$ cat config.mk
export PLATFORM = sky130hd
export DESIGN_NAME = dma_fixio_chan
export DESIGN_NICKNAME = d
export VERILOG_FILES = /design/src/rtl/dma_fixio_pkg.sv /design/src/rtl/dma_fixio_stepreg.sv /design/src/rtl/dma_fixio_cfg.sv /design/src/rtl/dma_fixio_seq.sv /design/src/rtl/dma_fixio_chan.sv
export SDC_FILE = /design/constraint.sdc
export NUM_CORES = 1
export LEC_CHECK = 0
export BUFFER_PORTS_ARGS = -buffer_cell sky130_fd_sc_hd__buf_2
export CAP_MARGIN = 30
export CORE_ASPECT_RATIO = 2
export CORE_MARGIN = 10
export CORE_UTILIZATION = 56
export DETAILED_ROUTE_END_ITERATION = 10
export HOLD_SLACK_MARGIN = 0.15
export PLACE_DENSITY = 0.81
export SYNTH_ARGS = -nofsm -noshare
export SYNTH_HDL_FRONTEND = slang
export SYNTH_HIERARCHICAL = 1
export SYNTH_SLANG_ARGS = --single-unit
export TNS_END_PERCENT = 100
$ cat constraint.sdc
create_clock -name clk -period 2.7 [get_ports clk]
set_input_delay 0.27 -clock clk [delete_from_list [all_inputs] [get_ports clk]]
set_output_delay 0.27 -clock clk [all_outputs]
set_load 0.02 [all_outputs]
$ cat src/rtl/dma_fixio_pkg.sv
package dma_fixio_pkg;

  typedef enum logic [1:0] {
    PH_IDLE  = 2'd0,
    PH_READ  = 2'd1,
    PH_WRITE = 2'd2
  } phase_e;

  localparam logic [1:0] RIX_MEM  = 2'd0;
  localparam logic [1:0] RIX_IO   = 2'd1;
  localparam logic [1:0] RIX_CNT  = 2'd2;
  localparam logic [1:0] RIX_CTRL = 2'd3;

  localparam int CTRL_EN_BIT   = 0;
  localparam int CTRL_WORD_BIT = 1;
  localparam int CTRL_DOWN_BIT = 2;
  localparam int CTRL_W        = 3;

endpackage

$ cat src/rtl/dma_fixio_stepreg.sv
module dma_fixio_stepreg #(
  parameter int W = 16
) (
  input  logic         clk,
  input  logic         rst_n,
  input  logic         load,
  input  logic [W-1:0] load_val,
  input  logic         step_en,
  input  logic         down,
  input  logic [W-1:0] delta,
  output logic [W-1:0] q
);

  logic [W-1:0] q_nxt;
  logic         q_ce;

  always_comb begin
    q_nxt = q;
    if (load) begin
      q_nxt = load_val;
    end else if (step_en) begin
      q_nxt = down ? (q - delta) : (q + delta);
    end
  end

  assign q_ce = load | step_en;

  always_ff @(posedge clk or negedge rst_n) begin
    if (!rst_n) begin
      q <= '0;
    end else if (q_ce) begin
      q <= q_nxt;
    end
  end

endmodule

$ cat src/rtl/dma_fixio_cfg.sv
module dma_fixio_cfg
  import dma_fixio_pkg::*;
#(
  parameter int IO_W = 8
) (
  input  logic              clk,
  input  logic              rst_n,
  input  logic              cfg_we,
  input  logic [1:0]        cfg_addr,
  input  logic [IO_W-1:0]   io_wdata,
  input  logic [CTRL_W-1:0] ctrl_wdata,
  input  logic              finish,
  output logic [IO_W-1:0]   io_lo,
  output logic              en,
  output logic              word,
  output logic              down,
  output logic              done
);

  logic io_wr;
  logic ctrl_wr;
  logic en_nxt;
  logic done_nxt;
  logic flag_ce;

  assign io_wr   = cfg_we && (cfg_addr == RIX_IO);
  assign ctrl_wr = cfg_we && (cfg_addr == RIX_CTRL);

  always_comb begin
    en_nxt   = en;
    done_nxt = done;
    if (finish) begin
      en_nxt   = 1'b0;
      done_nxt = 1'b1;
    end
    if (ctrl_wr) begin
      en_nxt = ctrl_wdata[CTRL_EN_BIT];
      if (ctrl_wdata[CTRL_EN_BIT] && !finish) begin
        done_nxt = 1'b0;
      end
    end
  end

  assign flag_ce = finish | ctrl_wr;

  always_ff @(posedge clk or negedge rst_n) begin
    if (!rst_n) begin
      io_lo <= '0;
    end else if (io_wr) begin
      io_lo <= io_wdata;
    end
  end

  always_ff @(posedge clk or negedge rst_n) begin
    if (!rst_n) begin
      word <= 1'b0;
      down <= 1'b0;
    end else if (ctrl_wr) begin
      word <= ctrl_wdata[CTRL_WORD_BIT];
      down <= ctrl_wdata[CTRL_DOWN_BIT];
    end
  end

  always_ff @(posedge clk or negedge rst_n) begin
    if (!rst_n) begin
      en   <= 1'b0;
      done <= 1'b0;
    end else if (flag_ce) begin
      en   <= en_nxt;
      done <= done_nxt;
    end
  end

endmodule

$ cat src/rtl/dma_fixio_seq.sv
module dma_fixio_seq
  import dma_fixio_pkg::*;
#(
  parameter int ADDR_W = 24,
  parameter int DATA_W = 16
) (
  input  logic              clk,
  input  logic              rst_n,
  input  logic              en,
  input  logic              word,
  input  logic              req_valid,
  input  logic              req_rx,
  input  logic              cnt_last,
  input  logic [ADDR_W-1:0] mem_addr,
  input  logic [ADDR_W-1:0] io_addr,
  input  logic              bus_ready,
  input  logic [DATA_W-1:0] bus_rdata,
  output logic              bus_valid,
  output logic              bus_write,
  output logic              bus_size,
  output logic [ADDR_W-1:0] bus_addr,
  output logic [DATA_W-1:0] bus_wdata,
  output logic              busy,
  output logic              xfer_done,
  output logic              finish
);

  localparam int BYTE_W = 8;
  localparam int HI_W   = DATA_W - BYTE_W;

  phase_e            ph, ph_nxt;
  logic              dir_rx, dir_nxt;
  logic              pend_v, pv_nxt;
  logic              pend_rx, prx_nxt;
  logic [DATA_W-1:0] data_q, data_nxt;
  logic              start;
  logic              ctl_ce;
  logic              data_ce;
  logic [ADDR_W-1:0] src_addr;
  logic [ADDR_W-1:0] dst_addr;

  assign start     = (ph == PH_IDLE) && en && (pend_v || req_valid);
  assign xfer_done = (ph == PH_WRITE) && bus_ready;
  assign finish    = xfer_done && cnt_last;

  always_comb begin
    ph_nxt   = ph;
    dir_nxt  = dir_rx;
    pv_nxt   = pend_v;
    prx_nxt  = pend_rx;
    data_nxt = data_q;
    case (ph)
      PH_IDLE: begin
        if (start) begin
          ph_nxt  = PH_READ;
          dir_nxt = pend_v ? pend_rx : req_rx;
          pv_nxt  = pend_v && req_valid;
          prx_nxt = req_rx;
        end
      end
      PH_READ: begin
        if (bus_ready) begin
          ph_nxt   = PH_WRITE;
          data_nxt = word ? bus_rdata : {{HI_W{1'b0}}, bus_rdata[BYTE_W-1:0]};
        end
      end
      PH_WRITE: begin
        if (bus_ready) begin
          ph_nxt = PH_IDLE;
        end
      end
      default: ph_nxt = PH_IDLE;
    endcase
    if ((ph != PH_IDLE) && en && req_valid && !pend_v) begin
      pv_nxt  = 1'b1;
      prx_nxt = req_rx;
    end
    if (finish) begin
      pv_nxt = 1'b0;
    end
  end

  assign ctl_ce  = start || bus_ready || req_valid || finish;
  assign data_ce = (ph == PH_READ) && bus_ready;

  always_ff @(posedge clk or negedge rst_n) begin
    if (!rst_n) begin
      ph      <= PH_IDLE;
      dir_rx  <= 1'b0;
      pend_v  <= 1'b0;
      pend_rx <= 1'b0;
    end else if (ctl_ce) begin
      ph      <= ph_nxt;
      dir_rx  <= dir_nxt;
      pend_v  <= pv_nxt;
      pend_rx <= prx_nxt;
    end
  end

  always_ff @(posedge clk or negedge rst_n) begin
    if (!rst_n) begin
      data_q <= '0;
    end else if (data_ce) begin
      data_q <= data_nxt;
    end
  end

  assign src_addr  = dir_rx ? io_addr : mem_addr;
  assign dst_addr  = dir_rx ? mem_addr : io_addr;
  assign bus_valid = (ph != PH_IDLE);
  assign bus_write = (ph == PH_WRITE);
  assign bus_size  = word;
  assign bus_addr  = (ph == PH_WRITE) ? dst_addr : src_addr;
  assign bus_wdata = data_q;
  assign busy      = (ph != PH_IDLE);

endmodule

$ cat src/rtl/dma_fixio_chan.sv
module dma_fixio_chan
  import dma_fixio_pkg::*;
#(
  parameter int ADDR_W = 24,
  parameter int IO_W   = 8,
  parameter int DATA_W = 16,
  parameter int CNT_W  = 16
) (
  input  logic              clk,
  input  logic              rst_n,
  input  logic              cfg_we,
  input  logic [1:0]        cfg_addr,
  input  logic [ADDR_W-1:0] cfg_wdata,
  input  logic              req_valid,
  input  logic              req_rx,
  input  logic              bus_ready,
  input  logic [DATA_W-1:0] bus_rdata,
  output logic              bus_valid,
  output logic              bus_write,
  output logic              bus_size,
  output logic [ADDR_W-1:0] bus_addr,
  output logic [DATA_W-1:0] bus_wdata,
  output logic              busy,
  output logic              ch_enable,
  output logic              ch_done,
  output logic [ADDR_W-1:0] ch_mem_addr,
  output logic [CNT_W-1:0]  ch_count
);

  localparam int                PAD_W   = ADDR_W - IO_W;
  localparam logic [ADDR_W-1:0] STEP_B  = ADDR_W'(1);
  localparam logic [ADDR_W-1:0] STEP_WD = ADDR_W'(2);
  localparam logic [CNT_W-1:0]  CNT_ONE = CNT_W'(1);

  logic [1:0]        rst_sync;
  logic              rst_int_n;
  logic [IO_W-1:0]   io_lo;
  logic              cfg_word;
  logic              cfg_down;
  logic              xfer_done;
  logic              finish;
  logic              cnt_last;
  logic              mem_load;
  logic              cnt_load;
  logic [ADDR_W-1:0] io_addr;
  logic [ADDR_W-1:0] mem_delta;

  // asynchronous assert, synchronous release
  always_ff @(posedge clk or negedge rst_n) begin
    if (!rst_n) begin
      rst_sync <= 2'b00;
    end else begin
      rst_sync <= {rst_sync[0], 1'b1};
    end
  end
  assign rst_int_n = rst_sync[1];

  assign io_addr   = {{PAD_W{1'b1}}, io_lo};
  assign mem_delta = cfg_word ? STEP_WD : STEP_B;
  assign mem_load  = cfg_we && (cfg_addr == RIX_MEM);
  assign cnt_load  = cfg_we && (cfg_addr == RIX_CNT);
  assign cnt_last  = (ch_count == CNT_ONE);

  dma_fixio_cfg #(
    .IO_W (IO_W)
  ) u_cfg (
    .clk        (clk),
    .rst_n      (rst_int_n),
    .cfg_we     (cfg_we),
    .cfg_addr   (cfg_addr),
    .io_wdata   (cfg_wdata[IO_W-1:0]),
    .ctrl_wdata (cfg_wdata[CTRL_W-1:0]),
    .finish     (finish),
    .io_lo      (io_lo),
    .en         (ch_enable),
    .word       (cfg_word),
    .down       (cfg_down),
    .done       (ch_done)
  );

  dma_fixio_stepreg #(
    .W (ADDR_W)
  ) u_mem_ptr (
    .clk      (clk),
    .rst_n    (rst_int_n),
    .load     (mem_load),
    .load_val (cfg_wdata),
    .step_en  (xfer_done),
    .down     (cfg_down),
    .delta    (mem_delta),
    .q        (ch_mem_addr)
  );

  dma_fixio_stepreg #(
    .W (CNT_W)
  ) u_count (
    .clk      (clk),
    .rst_n    (rst_int_n),
    .load     (cnt_load),
    .load_val (cfg_wdata[CNT_W-1:0]),
    .step_en  (xfer_done),
    .down     (1'b1),
    .delta    (CNT_ONE),
    .q        (ch_count)
  );

  dma_fixio_seq #(
    .ADDR_W (ADDR_W),
    .DATA_W (DATA_W)
  ) u_seq (
    .clk       (clk),
    .rst_n     (rst_int_n),
    .en        (ch_enable),
    .word      (cfg_word),
    .req_valid (req_valid),
    .req_rx    (req_rx),
    .cnt_last  (cnt_last),
    .mem_addr  (ch_mem_addr),
    .io_addr   (io_addr),
    .bus_ready (bus_ready),
    .bus_rdata (bus_rdata),
    .bus_valid (bus_valid),
    .bus_write (bus_write),
    .bus_size  (bus_size),
    .bus_addr  (bus_addr),
    .bus_wdata (bus_wdata),
    .busy      (busy),
    .xfer_done (xfer_done),
    .finish    (finish)
  );

endmodule

==> flow_summary.ini <==
[timing]
setup_viol = 20
tightest_slew_ns = 0.737
rsz0062_at_grt = true
post-route-min-period_ns = 3.30
fin_worst_skew_ns = 0.00929
maxSlewViolCount = 0
post-route-period-util_pct = 122
slew_headroom_pct = 50.9
fin_hold_ws_ns = 0.150
hold_viol_final = 0
max_freq_mhz = 303
setup_ws_ns = -0.602

[power]
p_leak_uw = 0.00457
p_total_uw = 12400
ir_drop_mv = 0.812
powerDensity_mw_per_mm2 = 1330

[setup_path]
worstSetupEndpointType = register
worstReg2RegStart = u_cfg/word
arrival_ns = 3.53
critical_path_class = register to register
worstSetupStartpointType = register
crit_fanout = 5
required_ns = 2.93
critPathLaunch = u_cfg/word

[layout]
antenna_cells = 0
area_delta_synth_final_pct = 45.1
final_util_pct = 83.1
nets = 1164
fin_cells = 1220
drive_gt1_share_pct = 37.7

[floorplanning]
io_pins = 134
die_h_um = 172
core_mm2 = 0.0113
initial_core_util_pct = 57.3
die-area_mm2 = 0.0165
rows = 55
die_width_um = 96.0

[route]
drtAntennaViolNets = 0
drt_iter0_drc = 584
routed-via-count = 7064
routed_wirelength_um = 25400
routedWlPerCell_um = 20.9
drt_pre_antenna_iters = 5
drc_errors = 0
vias_per_cell = 5.79

[outcome]
status = finished with violations
violations = negative setup slack

[clocking]
cts_buffers = 9
clock_path_buffers = 2
cts_sinks = 75
clk_latency_ns = 0.35
htreeDepth = 3
clockRootBuffer = clkbuf_16
clkTransAtPathRegs_ns = 0.07
cts_tree = done

[grt]
grt_pass1_vias = 7255
antenna_found_initial = 0
overflow = 0
grt_max_degree = 74
grt_usage_pct = 28.8
grt_pass1_wl_um = 36500

[place]
placedCellCount = 1178
gp_congestion = 0.951
hpwl_um = 17400
port_buffers = 133
post-place-ws_ns = -0.522

[synth]
mappedNetlistArea_mm2 = 0.00646
yosysWarnings = 6
synth_edf_count = 0
ys_seq_elements = 75
syn_area_per_cell_um2 = 9.23
ys_seq_area_share_pct = 29.0
async_flop_share_pct = 100
synth_cells = 700
synth_ff_type = dfrtp_1
yosysUniqueCellTypes = 85

[flow_run]
cap_violations = 0

[worst_hold_path]
hp-class = input pin to register
hp-start = bus_rdata[6]
[final cells by class]
class | instances | area (um^2)
clock buffers | 9 | 225
clock inverters | 7 | 80.1
fillers | 673 | 1910
inverters | 18 | 72.6
multi-input cells | 719 | 5350
flip-flops and latches | 75 | 1880
well taps | 142 | 178
repair buffers | 250 | 1590
[worst max-delay path, stage by stage, from the launching register on]
cell and delay [ns]:
dfrtp_2 0.45, inv_4 0.07, nor4b_4 0.36, buf_4 0.18, nand3_4 0.10, nor2_4 0.14, a21oi_2 0.07, xnor2_1 0.21
ha_2 0.35, nor2b_1 0.15, o21ai_1 0.17, o31ai_2 0.11, a311oi_2 0.38, buf_4 0.19, nor4b_2 0.04, nand3b_1 0.18
[sequential cells by signal, summed over array words and instances, names as in the netlist]
name and cells:
u_cfg/word 1, u_seq/pend_v 1, u_seq/dir_rx 1, u_count/q 16
u_cfg/done 1, u_seq/bus_wdata 16, u_cfg/io_lo 8, u_mem_ptr/q 24
u_cfg/down 1, u_seq/ph 2, rst_sync 2, u_cfg/en 1
u_seq/pend_rx 1
[repair_timing]
action	CTS	global route
hold buffers	1	0
pin swaps	38	50
setup endpoints to repair	19	20
hold endpoints to repair	2	0
buffers inserted	9	15
resized for setup	39	60
[cells in the mapped netlist (3+ instances only)]
cell / number / area, um^2
a41oi_1: 4 / 35.0
mux2_4: 20 / 300
nand2b_1: 6 / 37.5
buf_6: 3 / 33.8
buf_1: 4 / 15.0
nor2_1: 49 / 184
mux2i_1: 18 / 180
or3_1: 4 / 25.0
a22oi_1: 17 / 128
nor3_1: 10 / 50.1
nand3_1: 9 / 45.0
and2_1: 4 / 25.0
xor2_1: 13 / 114
dfrtp_1: 75 / 1880
o21ai_1: 21 / 105
nor4_1: 9 / 56.3
and3_1: 4 / 25.0
buf_4: 5 / 37.5
o211ai_1: 3 / 22.5
nand3b_1: 6 / 45.0
xnor2_1: 50 / 438
o21ai_0: 47 / 235
a21oi_1: 38 / 190
nor3b_1: 5 / 37.5
a21o_1: 17 / 128
ha_1: 41 / 513
nand2_1: 61 / 229
nor2b_1: 11 / 68.8
nand4_1: 3 / 18.8
clkbuf_1: 11 / 41.3
a31oi_1: 10 / 62.6
o21a_1: 5 / 37.5
a211oi_1: 4 / 30.0
inv_1: 18 / 67.6
mux2_2: 25 / 282
nor4b_1: 4 / 35.0
o21bai_1: 6 / 45.0
[layout by cell type, fill, tap and decap left out, types with 5 or more instances in the layout]
cell,instances
nor2_1,42
dfrtp_1,73
nor2_2,5
a22oi_1,17
nand2_1,59
mux2_2,25
o21ai_1,34
nand2b_1,6
a21oi_2,10
mux2_4,20
o21a_1,5
buf_4,109
ha_4,5
o21ai_2,6
xnor2_2,5
nand3_1,9
a21oi_1,28
xor2_1,12
buf_6,5
mux2i_1,17
inv_1,15
clkbuf_16,9
a31oi_1,7
xnor2_1,45
o21bai_1,5
nor2b_1,9
ha_1,32
nor3_1,8
nor4_1,9
a21o_1,16
nand3b_1,6
conb_1,139
o21ai_0,28
buf_2,133
[power by group]
| part | switching, uW | leakage (uW) | internal [uW] | total [uW] |
|---|---|---|---|---|
| sequential | 541 | 0.000923 | 1590 | 2130 |
| combinational | 4900 | 0.00350 | 4100 | 9000 |
| clock | 575 | 0.000149 | 733 | 1310 |
| total | 6020 | 0.00457 | 6420 | 12400 |
[layer usage]
metal	part of all wire, %	track usage [%]	vias to the layer above	routed length, um
met5	0	0	-	0
met4	8.1	20.6	0	2060
met3	6.7	5.86	158	1700
met2	54	54.1	406	13700
met1	31	25.6	3318	7940
li1	-	-	3182	-
[per-stage QoR]
step,TNS [ns],area [um^2]
2_1_floorplan,-0.0624,7040
3_3_place_gp,-3.78,8420
3_5_place_dp,-5.47,8440
4_1_cts,-4.79,8960
5_1_grt,-9.76,9380
6_report,-7.70,9380
[cell families (layout without fill, tap and decap cells)]
group | after synthesis | after routing | share of synthesized area [%]
xor gates and xnor gates | 64 | 64 | 8.97
AOI/OAI and AO/OA | 202 | 202 | 20.9
and+or+nand+nor | 207 | 207 | 17.2
other | 2 | 139 | 0.116
buffers and inverters | 43 | 284 | 3.18
DFF | 75 | 75 | 29.0
adders and majority gates | 43 | 43 | 8.56
muxes | 64 | 64 | 12.0
[path summary, 6_finish.rpt]
check | endpoint | slack, ns | depth (start not counted)
worst min register to register | u_count/q[7] | 0.31 | 0
max in group asynchronous | u_mem_ptr/q[3] | 1.79 | 1
worst max-delay path | u_mem_ptr/q[21] | -0.60 | 15
min in group asynchronous | rst_sync[0] | 0.22 | 2
worst min-delay path | u_seq/bus_wdata[6] | 0.15 | 2
worst max register to register | u_mem_ptr/q[21] | -0.60 | 15
Note: power is estimated with default switching activity, not from simulation.
